**src/rtl/mpb_pkg.sv**
```systemverilog
package mpb_pkg;

    localparam int HALF_W    = 16;
    localparam int WORD_W    = 2 * HALF_W;
    localparam int PAGE_W    = 9;
    localparam int BLK_W     = 3;
    localparam int SLOT_W    = 4;
    localparam int IDX_W     = PAGE_W + BLK_W + SLOT_W;
    localparam int MADDR_W   = 5;

    localparam logic [MADDR_W-1:0] PAGE_PHY  = 5'h1F;
    localparam logic [MADDR_W-1:0] PAGE_REG  = 5'h10;
    localparam logic [MADDR_W-BLK_W-1:0] DATA_PHY_TAG = 2'b10;

    typedef enum logic [2:0] {
        ACC_IDLE = 3'd0,
        ACC_PAGE = 3'd1,
        ACC_LO   = 3'd2,
        ACC_HI   = 3'd3,
        ACC_VOID = 3'd4
    } acc_kind_e;

    typedef struct packed {
        acc_kind_e           kind;
        logic                wr;
        logic [BLK_W-1:0]    blk;
        logic [SLOT_W-1:0]   slot;
        logic [HALF_W-1:0]   data;
    } mgmt_req_t;

    function automatic acc_kind_e classify(input logic [MADDR_W-1:0] phy,
                                           input logic [MADDR_W-1:0] regn);
        acc_kind_e k;
        if (phy == PAGE_PHY && regn == PAGE_REG)
            k = ACC_PAGE;
        else if (phy[MADDR_W-1:BLK_W] == DATA_PHY_TAG)
            k = regn[0] ? ACC_HI : ACC_LO;
        else
            k = ACC_VOID;
        return k;
    endfunction

    function automatic logic [IDX_W-1:0] word_index(input logic [PAGE_W-1:0] page,
                                                    input logic [BLK_W-1:0]  blk,
                                                    input logic [SLOT_W-1:0] slot);
        return {page, blk, slot};
    endfunction

endpackage

```
**src/rtl/mpb_decode.sv**
```systemverilog
module mpb_decode
    import mpb_pkg::*;
(
    input  logic               valid,
    input  logic               write,
    input  logic [MADDR_W-1:0] phy,
    input  logic [MADDR_W-1:0] regn,
    input  logic [HALF_W-1:0]  wdata,
    output mgmt_req_t          req
);
    always_comb begin
        req.kind = valid ? classify(phy, regn) : ACC_IDLE;
        req.wr   = valid & write;
        req.blk  = phy[BLK_W-1:0];
        req.slot = regn[SLOT_W:1];
        req.data = wdata;
    end
endmodule

```
**src/rtl/mpb_page_reg.sv**
```systemverilog
module mpb_page_reg
    import mpb_pkg::*;
(
    input  logic              clk,
    input  logic              rst,
    input  mgmt_req_t         req,
    output logic [PAGE_W-1:0] page
);
    always_ff @(posedge clk) begin
        if (rst)
            page <= '0;
        else if (req.kind == ACC_PAGE && req.wr)
            page <= req.data[PAGE_W-1:0];
    end

    // the page moves only on a write to its own address
    assert_page_hold_R8: assert property (@(posedge clk) disable iff (rst)
        !(req.kind == ACC_PAGE && req.wr) |=> $stable(page));

    // a page write lands in the register the cycle after
    assert_page_load_R2: assert property (@(posedge clk) disable iff (rst)
        (req.kind == ACC_PAGE && req.wr) |=> page == $past(req.data[PAGE_W-1:0]));
endmodule

```
**src/rtl/mpb_word_stage.sv**
```systemverilog
module mpb_word_stage
    import mpb_pkg::*;
(
    input  logic              clk,
    input  logic              rst,
    input  mgmt_req_t         req,
    input  logic [PAGE_W-1:0] page,
    input  logic [WORD_W-1:0] bus_rdata,
    output logic [IDX_W-1:0]  bus_addr,
    output logic [WORD_W-1:0] bus_wdata,
    output logic              bus_we,
    output logic              bus_re,
    output logic [HALF_W-1:0] mgmt_rdata
);
    logic [HALF_W-1:0] hi_stage;
    logic [HALF_W-1:0] hi_keep;
    logic [HALF_W-1:0] page_view;

    assign page_view = HALF_W'(page);

    always_comb begin
        bus_addr  = word_index(page, req.blk, req.slot);
        bus_wdata = {hi_stage, req.data};
        bus_we    = (req.kind == ACC_LO) &  req.wr;
        bus_re    = (req.kind == ACC_LO) & ~req.wr;
    end

    always_ff @(posedge clk) begin
        if (rst) begin
            hi_stage   <= '0;
            hi_keep    <= '0;
            mgmt_rdata <= '0;
        end else if (req.kind != ACC_IDLE) begin
            if (req.wr) begin
                if (req.kind == ACC_HI)
                    hi_stage <= req.data;
            end else begin
                unique case (req.kind)
                    ACC_LO: begin
                        mgmt_rdata <= bus_rdata[HALF_W-1:0];
                        hi_keep    <= bus_rdata[WORD_W-1:HALF_W];
                    end
                    ACC_HI:   mgmt_rdata <= hi_keep;
                    ACC_PAGE: mgmt_rdata <= page_view;
                    default:  mgmt_rdata <= '0;
                endcase
            end
        end
    end

    // read and write strobes never overlap
    assert_strobe_excl_R5: assert property (@(posedge clk) disable iff (rst)
        !(bus_we && bus_re));

    // staging a high half never touches the bus
    assert_hi_quiet_R4: assert property (@(posedge clk) disable iff (rst)
        (req.kind == ACC_HI) |-> (!bus_we && !bus_re));

    // a low-half read returns the bus low half one cycle later
    assert_lo_read_R6: assert property (@(posedge clk) disable iff (rst)
        (req.kind == ACC_LO && !req.wr) |=> mgmt_rdata == $past(bus_rdata[HALF_W-1:0]));

    // a high-half read returns what the preceding low read saw
    assert_hi_read_R7: assert property (@(posedge clk) disable iff (rst)
        (req.kind == ACC_HI && !req.wr) |=> mgmt_rdata == $past(hi_keep));

    // ignored reads return zero
    assert_void_zero_R8: assert property (@(posedge clk) disable iff (rst)
        (req.kind == ACC_VOID && !req.wr) |=> mgmt_rdata == '0);

    // read data holds across writes and idle cycles
    assert_rdata_hold_R9: assert property (@(posedge clk) disable iff (rst)
        (req.kind == ACC_IDLE || req.wr) |=> $stable(mgmt_rdata));
endmodule

```
**src/rtl/mdio_page_bridge.sv**
```systemverilog
module mdio_page_bridge
    import mpb_pkg::*;
(
    input  logic               clk,
    input  logic               rst,
    input  logic               mgmt_valid,
    input  logic               mgmt_write,
    input  logic [MADDR_W-1:0] mgmt_phy,
    input  logic [MADDR_W-1:0] mgmt_reg,
    input  logic [HALF_W-1:0]  mgmt_wdata,
    output logic [HALF_W-1:0]  mgmt_rdata,
    output logic [IDX_W-1:0]   bus_addr,
    output logic [WORD_W-1:0]  bus_wdata,
    output logic               bus_we,
    output logic               bus_re,
    input  logic [WORD_W-1:0]  bus_rdata
);
    mgmt_req_t         req;
    logic [PAGE_W-1:0] page;

    mpb_decode u_decode (
        .valid (mgmt_valid),
        .write (mgmt_write),
        .phy   (mgmt_phy),
        .regn  (mgmt_reg),
        .wdata (mgmt_wdata),
        .req   (req)
    );

    mpb_page_reg u_page (
        .clk  (clk),
        .rst  (rst),
        .req  (req),
        .page (page)
    );

    mpb_word_stage u_stage (
        .clk        (clk),
        .rst        (rst),
        .req        (req),
        .page       (page),
        .bus_rdata  (bus_rdata),
        .bus_addr   (bus_addr),
        .bus_wdata  (bus_wdata),
        .bus_we     (bus_we),
        .bus_re     (bus_re),
        .mgmt_rdata (mgmt_rdata)
    );

    // bus strobes only ever carry data-range PHY addresses
    assert_data_range_R3: assert property (@(posedge clk) disable iff (rst)
        (bus_we || bus_re) |-> (mgmt_phy[4:3] == 2'b10 && !mgmt_reg[0]));
endmodule

```
**config.mk**
```make
export PLATFORM = sky130hd
export DESIGN_NAME = mdio_page_bridge
export DESIGN_NICKNAME = d
export VERILOG_FILES = /design/src/rtl/mpb_pkg.sv /design/src/rtl/mpb_decode.sv /design/src/rtl/mpb_page_reg.sv /design/src/rtl/mpb_word_stage.sv /design/src/rtl/mdio_page_bridge.sv
export SDC_FILE = /design/constraint.sdc
export NUM_CORES = 1
export LEC_CHECK = 0
export ABC_CLOCK_PERIOD_IN_PS = 1460
export BUFFER_PORTS_ARGS = -buffer_cell sky130_fd_sc_hd__clkbuf_2
export CAP_MARGIN = 10
export CORE_ASPECT_RATIO = 1.4
export CORE_MARGIN = 4
export CORE_UTILIZATION = 41
export DETAILED_ROUTE_END_ITERATION = 8
export GPL_TIMING_DRIVEN = 0
export PLACE_DENSITY = 0.76
export SYNTH_ARGS = -nofsm -noshare
export SYNTH_HDL_FRONTEND = slang
export SYNTH_SLANG_ARGS = --single-unit
export TNS_END_PERCENT = 10
```
**constraint.sdc**
```tcl
create_clock -name clk -period 1.46 [get_ports clk]
set_clock_uncertainty 0.05 [all_clocks]
set_input_delay 0 -clock clk [delete_from_list [all_inputs] [get_ports clk]]
set_output_delay 0 -clock clk [all_outputs]
set_load 0.05 [all_outputs]
```
Word-level counts from Yosys, hierarchy flattened
Index checks and enable logic that the tools add are counted.
{ "totals": {"regBits": 57, "wordCells": 25} }
{ "op_classes": {"eq_ne": 6, "mux": 5, "bitwise_logic": 4, "reduce_logical": 6} }
{ "ops": {"columns": ["cell", "count"], "rows": [
  ["16-bit case mux with 3 select lines", 1],
  ["5-bit equality test, second input constant", 2],
  ["3-bit two-way mux", 3],
  ["3-bit by 2-bit equality test with 1-bit output, second input constant", 2],
  ["3-bit AND reduction", 2],
  ["1-bit AND", 3],
  ["3-bit by 1-bit equality test with 1-bit output, second input constant", 1],
  ["3-bit nonzero test", 1],
  ["2-bit equality test, second input constant", 1],
  ["1-bit logical AND", 2],
  ["2-bit AND reduction", 1],
  ["1-bit two-way mux", 1],
  ["1-bit NOT", 1]
]} }

Logic depth before layout (Yosys ltp)
Gate-level depths: netlist (run 1).
{ "depth": {"ltp_word": 6, "ltp_mapped": 7, "ltp_nobuf": 5} }

By module
Synthesis (run 1) repeated with hierarchy kept, for this count alone.
{ "hier_totals": {"cells_unflattened": 326, "hier_area_um2": 2845.2} }
{ "by_module_without_submodules": {"columns": ["module", "instances", "cells_each", "area_per_inst_um2", "seq_area_each_um2"], "rows": [
  ["mpb_word_stage", 1, 254, 2187.1, 960.9],
  ["mpb_page_reg", 1, 39, 410.4, 180.2],
  ["mpb_decode", 1, 33, 247.7, 0.0]
]} }

Least setup slack after synthesis (run 1)
Ideal clock, no wire load.
{ "synth_timing": {"kind": "input to register", "from": "input port mgmt_reg[1]", "to": "register u_page.page[0]", "arrival_time_ns": 1.226, "t_required_ns": 1.278, "slack_ns": 0.052, "path_stages": 5, "n_path_buf": 1, "path_cell_list": "or4_4 > or4_1 > buf_2 > nand2_1 > a21oi_1"} }
{ "synth_between": {"elab_chain_cells": 6} }
{ "synth_lines": {"columns": ["element", "line", "rtl"], "rows": [
  ["start: declaration", "mdio_page_bridge.sv:9", "input logic [MADDR_W-1:0] mgmt_reg,"],
  ["5-bit equality test", "mpb_pkg.sv:34", "if (phy == PAGE_PHY && regn == PAGE_REG)"],
  ["1-bit logical AND", "mpb_pkg.sv:34", null],
  ["3-bit two-way mux", "mpb_pkg.sv:34", null],
  ["3-bit two-way mux", "mpb_decode.sv:12", "req.kind = valid ? classify(phy, regn) : ACC_IDLE;"],
  ["3-bit by 1-bit equality test with 1-bit output", "mpb_page_reg.sv:12", "else if (req.kind == ACC_PAGE && req.wr)"],
  ["1-bit logical AND", "mpb_page_reg.sv:12", null],
  ["end signal: assignment", "mpb_page_reg.sv:13", "page <= req.data[PAGE_W-1:0];"],
  ["end: declaration", "mpb_page_reg.sv:7", "output logic [PAGE_W-1:0] page"]
]} }
Every way passes these cells.
A chain may end at the register's enable or synchronous reset.

Final worst setup path (run 1)
{ "layout_timing": {"from": "input port mgmt_phy[3]", "to": "output port bus_we"} }
{ "layout_between": {"elab_chain_cells": 6} }
{ "layout_lines": {"columns": ["element", "line", "rtl"], "rows": [
  ["start: declaration", "mdio_page_bridge.sv:8", "input logic [MADDR_W-1:0] mgmt_phy,"],
  ["5-bit equality test / 2-bit equality test (equally long branches)", "mpb_pkg.sv:34, mpb_pkg.sv:36", null],
  ["1-bit logical AND / 3-bit two-way mux (equally long branches)", "mpb_pkg.sv:34, mpb_pkg.sv:36", null],
  ["3-bit two-way mux *", "mpb_pkg.sv:34", null],
  ["3-bit two-way mux *", "mpb_decode.sv:12", null],
  ["3-bit by 2-bit equality test with 1-bit output *", "mpb_word_stage.sv:24", "bus_we = (req.kind == ACC_LO) & req.wr;"],
  ["1-bit AND *", "mpb_word_stage.sv:24", null],
  ["end: declaration", "mdio_page_bridge.sv:14", "output logic bus_we,"]
]} }
Every way passes the cells marked *; elsewhere a longest branch is shown, timed or not.

==> metrics.md, run 1 <==
| Metric | Value |
|---|---|
| Share of layout cells above drive strength 1 | `0.358` |
| Number of antenna violations at the first check in global routing | `0` |
| Root Driver | `clkbuf_8` |
| CTS H-tree lvls | `3` |
| Number of global-route vias before repair | `2813` |
| Leak pwr | `0.00164 uW` |
| Worst Hold Slack | `32.2 ps` |
| Final min period | `1370 ps` |
| Critical path type | `primary input to primary output` |
| Synth cell types | `25` |
| Sequential area share after synthesis | `0.445` |
| Final worst path period share | `0.937` |
| Mapped Nets | `389` |
| CP Capture Type | `primary output` |
| Min-delay worst type | `primary input to flop` |
| Met2 Use GR | `0.385` |
| Max-slew headroom | `0.647` |
| Die Area | `7600 sq um` |
| Outcome | `complete, no violations` |
| Number of max-cap violations | `0` |
| N_diodes | `0` |
| Post-route ant nets | `0` |
| Worst Tran Pin Value | `529 ps` |
| Die Wd | `74.8 microns` |
| Die height | `102 microns` |
| Util after Layout | `0.637` |
| Peak VDD IR | `0.000667 V` |
| NumNets Final | `560` |
| GP Congestion | `0.842` |
| I/O pin total | `128` |
| Post-route insts no fill | `573` |
| Final hold vios | `0` |
| First-pass GRT wire length | `12900 microns` |
| Placed Cells | `523` |
| Worst-Skew Late Latency | `320 ps` |
| Unrepaired setup endpoints after global routing | `no` |
| Largest net degree at the start of global routing | `11` |
| Initial core utilization | `0.428` |
| Critical path, cell by cell | `clkbuf_2 -> and4bb_2 -> clkbuf_2 -> and3_1 -> clkbuf_2` |
| GR Util All Layers | `0.221` |
| WP data required | `1410 ps` |
| Post-Route WL | `7880 microns` |
| Met3 Use GR | `0.0477` |
| Core ar. | `5990 sq um` |
| Synth warn | `0` |
| Final Slew Violations | `0` |
| CTS Buffer Depth | `2` |
| Most common cell on crit path | `clkbuf_2` |
| DR pass1 iterations | `4` |
| Row count | `33` |
| Worst path max stage delay | `450 ps` |
| Busiest metal layer after global routing | `met2` |
| Setup TNS | `0 ps` |
| Power per cell area | `890 nW/um^2` |
| CTS buffer count | `9` |
| Mean Syn Cell Area | `7.84 sq um` |
| Fillers | `525` |
| CTS tree | `built` |
| Cell Area, Synth | `2560 sq um` |
| DRC errors left | `0` |
| Ranking of synthesized cells by area | `dfxtp_1, nand2_1, a21oi_1` |
| Routing usage on met1 | `0.247` |
| Vias after detailed routing | `2848` |
| Crit path DAT | `1320 ps` |
| # clock sinks | `57` |
| Via density | `4.97` |
| Grt total ovfl | `0` |
| Top cell type by total area after synthesis | `dfxtp_1` |
| Count of state elements after synthesis | `57` |
| Crit-path slowest cell | `and4bb_2` |
| Synth top area share | `0.445` |
| P&R area growth vs syn | `48.7%` |
| Clock slew at reported path FFs | `60 ps` |
| Iteration-0 DRC Markers | `98` |
| # port buffers | `126` |
| Endpoints failing setup | `0` |
| Post-DR wirelength/cell | `13.7 microns` |
| Highest clock rate | `0.731 GHz` |
| HPWL after detailed placement | `5870 microns` |
| CP Launch Type | `primary input` |
| Cells after Synth | `327` |
| Crit path max fanout | `10` |
-- area by class of cell --
class                      instances  area [sq um]  share of cell area
buffer                            47           288              0.0755
clock buffer                      13           159              0.0417
clock inverter                     3          15.0             0.00394
inverter                           2          11.3             0.00295
multi-input combinational        220          1130               0.297
sequential                        57          1140               0.299
tap                               70          87.6              0.0230
timing repair buffer             161           981               0.257
-- synth_stat cells --
cell        n
nand2_1   109
buf_2       7
or4_4       1
clkinv_1    1
nand2_2     1
buf_4      23
a21oi_1    57
and3_1      1
nand3_1     8
nand2b_1    1
inv_1       1
a22o_1     16
or4_1       1
and4bb_2    1
buf_6       2
nor4_1      9
nand4_1     1
and4b_1     1
nor4_4      1
o32ai_4     1
o211ai_1    9
clkbuf_1   13
buf_1       3
dfxtp_1    57
nor2b_1     2
-- worst paths after layout --
path / end / startpoint / slack [ps] / depth (start not counted)
hold / removal: u_page.page[8] / rst / 30 / 2
setup reg to reg: u_stage.mgmt_rdata[5] / u_page.page[5] / 220 / 4
setup / recovery: bus_we / mgmt_phy[3] / 90 / 5
hold reg to reg: u_stage.hi_keep[15] / u_stage.hi_keep[15] / 400 / 2
-- worst max-delay path, delay by kind of cell --
family	cells	cell delay (ps)
buffers and inverters	3	670
and+or+nand+nor	2	650
-- logic make-up after synthesis --
family	count (synthesis)	share of synthesized area
buffers and inverters	50	0.116
AOI/OAI and AO/OA	83	0.203
and+or+nand+nor	137	0.236
DFF	57	0.445
-- sequential cells by signal (all words and copies together) (netlist names) --
name	count
u_page.page	9
u_stage.hi_keep	16
u_stage.hi_stage	16
u_stage.mgmt_rdata	16
-- metrics by stage --
step | instance area, sq um | setup slack (ps) | total power [uW]
floorplan | 2560 | 51.9 | 1900
global placement | 3280 | -153 | 2050
detailed placement | 3280 | -207 | 2060
CTS | 3800 | 5.72 | 3430
global route | 3810 | 12.9 | 3540
finish | 3810 | 91.9 | 3390
-- repair_timing --
item	4_1_cts	5_1_grt
resized for setup	2	5
setup buffers	0	1
hold buffers	34	0
hold endpoints to repair	41	0
endpoints found under the setup margin	2	4
-- metal layers --
| metal | vias up | part of all wire |
|---|---|---|
| li1 | 1443 | - |
| met1 | 1282 | 0.39 |
| met2 | 103 | 0.52 |
| met3 | 20 | 0.060 |
| met4 | 0 | 0.031 |
| met5 | - | 0 |
-- layout by cell type, fill, tap and decap left out --
master           n
nand3_1          8
nand2b_1         1
dlygate4sd3_1   34
and4b_1          1
clkbuf_2       127
nand4_1          1
buf_4           25
clkinvlp_4       1
nor4_1           9
nand2_4          1
inv_1            1
a21oi_1         57
nor4_4           1
and4bb_2         1
buf_6            2
clkinv_2         3
nor2b_1          2
o211ai_1         9
clkbuf_1        13
clkbuf_8        11
nand2_1        109
o32ai_4          1
and3_1           1
or4_1            1
buf_2            6
buf_1            3
or4_4            1
a22o_1          16
dfxtp_1         57
-- where the power goes --
part / internal, uW / switching (uW) / total (uW)
clock: 701 / 589 / 1290
sequential: 1570 / 6.70 / 1570
combinational: 217 / 313 / 531
total: 2490 / 909 / 3390
Note: power is estimated with default switching activity, not from simulation.
==> inputs of run 2 (changes only) <==
--- a/config.mk
+++ b/config.mk
@@ -5,15 +5,16 @@
 export SDC_FILE = /design/constraint.sdc
 export NUM_CORES = 1
 export LEC_CHECK = 0
-export ABC_CLOCK_PERIOD_IN_PS = 1460
+export ABC_CLOCK_PERIOD_IN_PS = 1640
 export BUFFER_PORTS_ARGS = -buffer_cell sky130_fd_sc_hd__clkbuf_2
 export CAP_MARGIN = 10
 export CORE_ASPECT_RATIO = 1.4
 export CORE_MARGIN = 4
-export CORE_UTILIZATION = 41
+export CORE_UTILIZATION = 49
 export DETAILED_ROUTE_END_ITERATION = 8
 export GPL_TIMING_DRIVEN = 0
-export PLACE_DENSITY = 0.76
+export PLACE_DENSITY = 0.85
+export RECOVER_POWER = 100
 export SYNTH_ARGS = -nofsm -noshare
 export SYNTH_HDL_FRONTEND = slang
 export SYNTH_SLANG_ARGS = --single-unit
==> constraint.sdc (replaced) <==
create_clock -name clk -period 1.64 [get_ports clk]
set_clock_uncertainty 0.05 [all_clocks]
set_input_delay 0 -clock clk [delete_from_list [all_inputs] [get_ports clk]]
set_output_delay 0 -clock clk [all_outputs]
set_load 0.05 [all_outputs]
==> run 2 against run 1 <==
Compared with the run above:
- worst hold slack lost 10 ps
- non-clock buffer count is 4 higher
- sequential cell count unchanged
- cell count down 0.35%
- die area shrank 15%
- global-route usage grew 3.2 points
- critical path depth rose by 1
- largest power group unchanged
==> metrics.md, run 2 (synthesized netlist as in run 1, its figures left out) <==
| Metric | Value |
|---|---|
| Outcome | `complete, no violations` |
| Post-CTS Setup Inserts | `0` |
| Vias after detailed routing | `2910` |
| Unrepaired setup endpoints after global routing | `no` |
| Iteration-0 DRC Markers | `201` |
| Post-DR wirelength/cell | `14.3 microns` |
| CP Capture Point | `bus_we` |
| Largest net degree at the start of global routing | `11` |
| I/O pin total | `128` |
| Setup TNS | `0 ps` |
| Worst Setup SP | `mgmt_phy[3]` |
| N_diodes | `0` |
| Critical path type | `primary input to primary output` |
| DR pass1 iterations | `4` |
| Critical path, cell by cell | `clkbuf_1 -> and4bb_2 -> buf_2 -> clkbuf_1 -> and3_1 -> clkbuf_2` |
| Root Driver | `clkbuf_8` |
| Reg2reg path depth | `4` |
| GP Congestion | `0.914` |
| Leak pwr | `0.00145 uW` |
| Largest regs | `u_stage.hi_keep x16, u_stage.hi_stage x16, u_stage.mgmt_rdata x16` |
| Final worst path period share | `0.940` |
| Register share of total power | `0.432` |
| # port buffers | `126` |
| GR Util All Layers | `0.253` |
| Clock slew at reported path FFs | `70 ps` |
| First-pass GRT wire length | `13300 microns` |
| NumNets Final | `564` |
| Worst-Skew Late Latency | `330 ps` |
| Endpoints failing setup | `0` |
| Power per cell area | `862 nW/um^2` |
| Post-cts resize count | `0` |
| Core ar. | `4950 sq um` |
| Final Slew Violations | `0` |
| DP Worst Slack | `35.6 ps` |
| Most frequent cells in the layout | `nand2_1, clkbuf_1, clkbuf_2, a21oi_1, dfxtp_1` |
| FF-to-FF setup slack | `430 ps` |
| CP Capture Type | `primary output` |
| Number of max-cap violations | `0` |
| Crit path DAT | `1490 ps` |
| Final min period | `1540 ps` |
| Worst Tran Pin Value | `659 ps` |
| CTS H-tree lvls | `3` |
| Reg2reg start | `u_page.page[4]` |
| Initial core utilization | `0.518` |
| Min-delay worst type | `primary input to flop` |
| Hold path cells | `2` |
| CTS tree | `built` |
| DRC errors left | `0` |
| CTS buffer count | `9` |
| Clk pwr share | `0.426` |
| # clock sinks | `57` |
| Peak VDD IR | `0.000898 V` |
| Grt total ovfl | `0` |
| Most common cell on crit path | `clkbuf_1` |
| HPWL after detailed placement | `5760 microns` |
| Switching share of power | `0.261` |
| Die height | `93.6 microns` |
| Via density | `5.10` |
| Max-slew headroom | `0.563` |
| Hold buffer count at cts | `38` |
| Number of global-route vias before repair | `2846` |
| Share of layout cells above drive strength 1 | `0.221` |
| Crit path max fanout | `10` |
| P&R area growth vs syn | `46.9%` |
| Highest clock rate | `0.649 GHz` |
| Die Wd | `69.1 microns` |
| CTS Buffer Depth | `2` |
| Final hold vios | `0` |
| Cell Int Power | `2400 uW` |
| Post-route ant nets | `0` |
| Comb pwr share | `0.142` |
| Fillers | `403` |
| WP data required | `1590 ps` |
| Sw Pwr | `846 uW` |
| Commonest non-fill, non-tap cell in the layout | `nand2_1` |
| Row count | `30` |
| Setup slack after layout | `98.6 ps` |
| CP Launch Type | `primary input` |
| Number of antenna violations at the first check in global routing | `0` |
| Die Area | `6470 sq um` |
| Worst r2r dst | `u_stage.mgmt_rdata[4]` |
| Post-Route WL | `8170 microns` |
| Crit-path slowest cell | `clkbuf_1` |
| Worst path max stage delay | `370 ps` |
[run 2: metal layers]
metal | up-vias | GRT usage | routed length, microns
li1 | 1445 | - | -
met1 | 1336 | 0.281 | 3170
met2 | 112 | 0.454 | 4250
met3 | 17 | 0.0774 | 566
met4 | 0 | 0.0879 | 172
met5 | - | 0 | 0
[run 2: worst min-delay path by stage]
stage	endpoint	slack, ps	start
after floorplan	u_stage.hi_keep[0]	90	bus_rdata[16]
after global placement	u_stage.hi_keep[14]	180	bus_rdata[30]
after detailed placement	u_stage.hi_keep[9]	180	bus_rdata[25]
after CTS	u_stage.hi_keep[13]	10	rst
after global routing	u_stage.mgmt_rdata[0]	40	bus_rdata[0]
final	u_stage.hi_keep[13]	20	rst
[run 2: area by class of cell]
cell class	instances	area, sq um	share of cell area
Multi-Input combinational cell	220	1110	0.295
Clock inverter	4	50.0	0.0133
Sequential cell	57	1140	0.303
Clock buffer	12	165	0.0438
Buffer	48	283	0.0751
Tap cell	64	80.1	0.0213
Inverter	2	7.51	0.00199
Timing Repair Buffer	164	930	0.247
[run 2: power groups by stage]
stage | clock [uW] | combinational [uW] | sequential, uW
3_3_place_gp | 0 | 396 | 1430
3_5_place_dp | 0 | 403 | 1430
4_1_cts | 1400 | 470 | 1400
2_1_floorplan | 0 | 248 | 1440
5_1_grt | 1490 | 492 | 1400
6_report | 1380 | 461 | 1400
[run 2: worst max-delay path, delay by kind of cell]
| kind | cells | cell delay [ps] |
|---|---|---|
| buffers and inverters | 4 | 970 |
| and+or+nand+nor | 2 | 530 |
[run 2: per-stage QoR]
step	area (sq um)	power (uW)	hold slack (ps)	util	cells
floorplan	2560	1690	86.0	-	327
global placement	3280	1830	175	0.661	517
detailed placement	3280	1830	182	0.661	517
CTS	3870	3270	12.1	0.781	571
global route	3770	3380	36.3	0.760	571
finish	3770	3250	21.7	0.760	571
==> inputs of run 3 (changes only) <==
--- a/config.mk
+++ b/config.mk
@@ -15,6 +15,8 @@
 export GPL_TIMING_DRIVEN = 0
 export PLACE_DENSITY = 0.85
 export RECOVER_POWER = 100
+export REMOVE_ABC_BUFFERS = 1
+export SKIP_CTS_REPAIR_TIMING = 1
 export SYNTH_ARGS = -nofsm -noshare
 export SYNTH_HDL_FRONTEND = slang
 export SYNTH_SLANG_ARGS = --single-unit
==> run 3 against run 2 <==
Compared with the run above:
- count of clock-buffer cells in the layout grew 2
- clock power down 9%
- critical path depth shrank 1
- maximum frequency down 1.4%
- wire length grew 6.8%
- global-route usage fell by 3.0 points
- cell count fell by 8.6%
- cell area is 7.7% lower
- highest routed layer unchanged
==> metrics.md, run 3 (synthesized netlist as in run 1, its figures left out) <==
| Metric | Value |
|---|---|
| Outcome | `complete, no violations` |
| Endpoints failing setup | `0` |
| P&R area growth vs syn | `35.6%` |
| Fillers | `419` |
| Design Area, Final | `3480 sq um` |
| Vias after detailed routing | `2813` |
| GR Util All Layers | `0.223` |
| Final Slew Violations | `0` |
| Peak VDD IR | `0.000700 V` |
| Iteration-0 DRC Markers | `139` |
| Commonest non-fill, non-tap cell in the layout | `nand2_1` |
| WP data required | `1590 ps` |
| Reg2reg path depth | `4` |
| Crit path max fanout | `18` |
| Grt total ovfl | `0` |
| # port buffers | `127` |
| Area of placed instances | `2990 sq um` |
| Worst Hold Slack | `39.7 ps` |
| Core ar. | `4950 sq um` |
| CTS buffer count | `9` |
| Share of layout cells above drive strength 1 | `0.199` |
| Crit path DAT | `1510 ps` |
| Unrepaired setup endpoints after global routing | `yes` |
| Launch point of the worst hold path | `bus_rdata[14]` |
| Max-slew headroom | `0.243` |
| First-pass GRT wire length | `11500 microns` |
| Critical path type | `primary input to primary output` |
| Post-route insts no fill | `522` |
| Power per cell area | `882 nW/um^2` |
| Number of antenna violations at the first check in global routing | `0` |
| Area occupied by multi-input gates | `1150 sq um` |
| Die Area | `6470 sq um` |
| Most frequent cells in the layout | `nand2_1, clkbuf_1, clkbuf_2, a21oi_1, dfxtp_1` |
| CTS tree | `built` |
| DR pass1 iterations | `5` |
| Post-DR wirelength/cell | `16.7 microns` |
| Via density | `5.39` |
| Hold EP | `u_stage.mgmt_rdata[14]` |
| Placed Cells | `470` |
| Largest regs | `u_stage.hi_keep x16, u_stage.hi_stage x16, u_stage.mgmt_rdata x16` |
| GP Congestion | `0.781` |
| Clock slew at reported path FFs | `60 ps` |
| Worst-Skew Late Latency | `340 ps` |
| # clock sinks | `57` |
| Highest clock rate | `0.639 GHz` |
| Post-Route WL | `8720 microns` |
| Min-delay worst type | `primary input to flop` |
| Die Wd | `69.1 microns` |
| Final hold vios | `0` |
| I/O pin total | `128` |
| Number of global-route vias before repair | `2421` |
| CTS Buffer Depth | `2` |
| Util after Layout | `0.702` |
| Post-route ant nets | `0` |
| Worst Tran Pin Value | `1140 ps` |
| Hold path cells | `4` |
| DRC errors left | `0` |
| Reg2reg start | `u_page.page[1]` |
| Initial core utilization | `0.518` |
| Largest net degree at the start of global routing | `58` |
| NumNets Final | `514` |
| HPWL after detailed placement | `5370 microns` |
| Root Driver | `clkbuf_8` |
| CP Capture Type | `primary output` |
| Row count | `30` |
| Worst r2r dst | `u_stage.mgmt_rdata[1]` |
| Die height | `93.6 microns` |
| FF-to-FF setup slack | `450 ps` |
| Final min period | `1560 ps` |
| FF+latch area | `1140 sq um` |
| Leak pwr | `0.00127 uW` |
| CP Launch Type | `primary input` |
| Number of max-cap violations | `0` |
| Final worst path period share | `0.954` |
| CTS H-tree lvls | `3` |
-- run 3: cell types whose count changed in the layout (fill, tap and decap cells not counted), sizes merged --
cell,before,now
bufinv,1,0
dlygate4sd3,38,32
clkbuf,154,141
clkinvlp,2,1
buf,32,3
diode,0,1
-- run 3: how the worst max path moves through the flow --
stage | from | endpoint | slack (ps) | cells after the start
floorplan | mgmt_phy[3] | u_stage.hi_keep[0] | 40 | 5
global placement | mgmt_valid | u_stage.hi_stage[14] | -640 | 5
detailed placement | mgmt_valid | u_stage.hi_stage[11] | -690 | 5
CTS | mgmt_valid | u_stage.hi_stage[14] | -380 | 5
global route | mgmt_valid | bus_re | -20 | 5
finish | mgmt_valid | bus_re | 80 | 5
-- run 3: metrics by stage --
step / total power, uW / worst slack (ps) / TNS (ps)
CTS: 2990 / -380 / -5150
global route: 3160 / -24.0 / -24.0
global placement: 1770 / -637 / -18000
detailed placement: 1780 / -688 / -20390
finish: 3070 / 76.2 / 0
floorplan: 1510 / 41.1 / 0
-- run 3: power by group --
part / total, uW / switching [uW] / internal [uW]
sequential: 1400 / 5.95 / 1400
clock: 1250 / 538 / 709
combinational: 420 / 277 / 143
-- run 3: cell type report --
| class | count | share of cell area |
|---|---|---|
| clock inverters | 2 | 0.00288 |
| inverters | 2 | 0.00324 |
| flip-flops and latches | 57 | 0.328 |
| diodes | 1 | 0.000719 |
| well taps | 64 | 0.0230 |
| repair buffers | 162 | 0.258 |
| multi-input cells | 220 | 0.331 |
| clock buffers | 14 | 0.0525 |
-- run 3: critical path, cell delays in order --
cell and delay (ps):
clkbuf_2 250, and4bb_4 450, nand2_4 190, clkinvlp_4 280, clkbuf_2 330
-- run 3: layer usage --
layer,up-vias,share of wire,GRT usage
met4,0,0.053,0.142
li1,1344,-,-
met5,-,0,0
met1,1297,0.35,0.250
met2,130,0.53,0.379
met3,42,0.058,0.0516
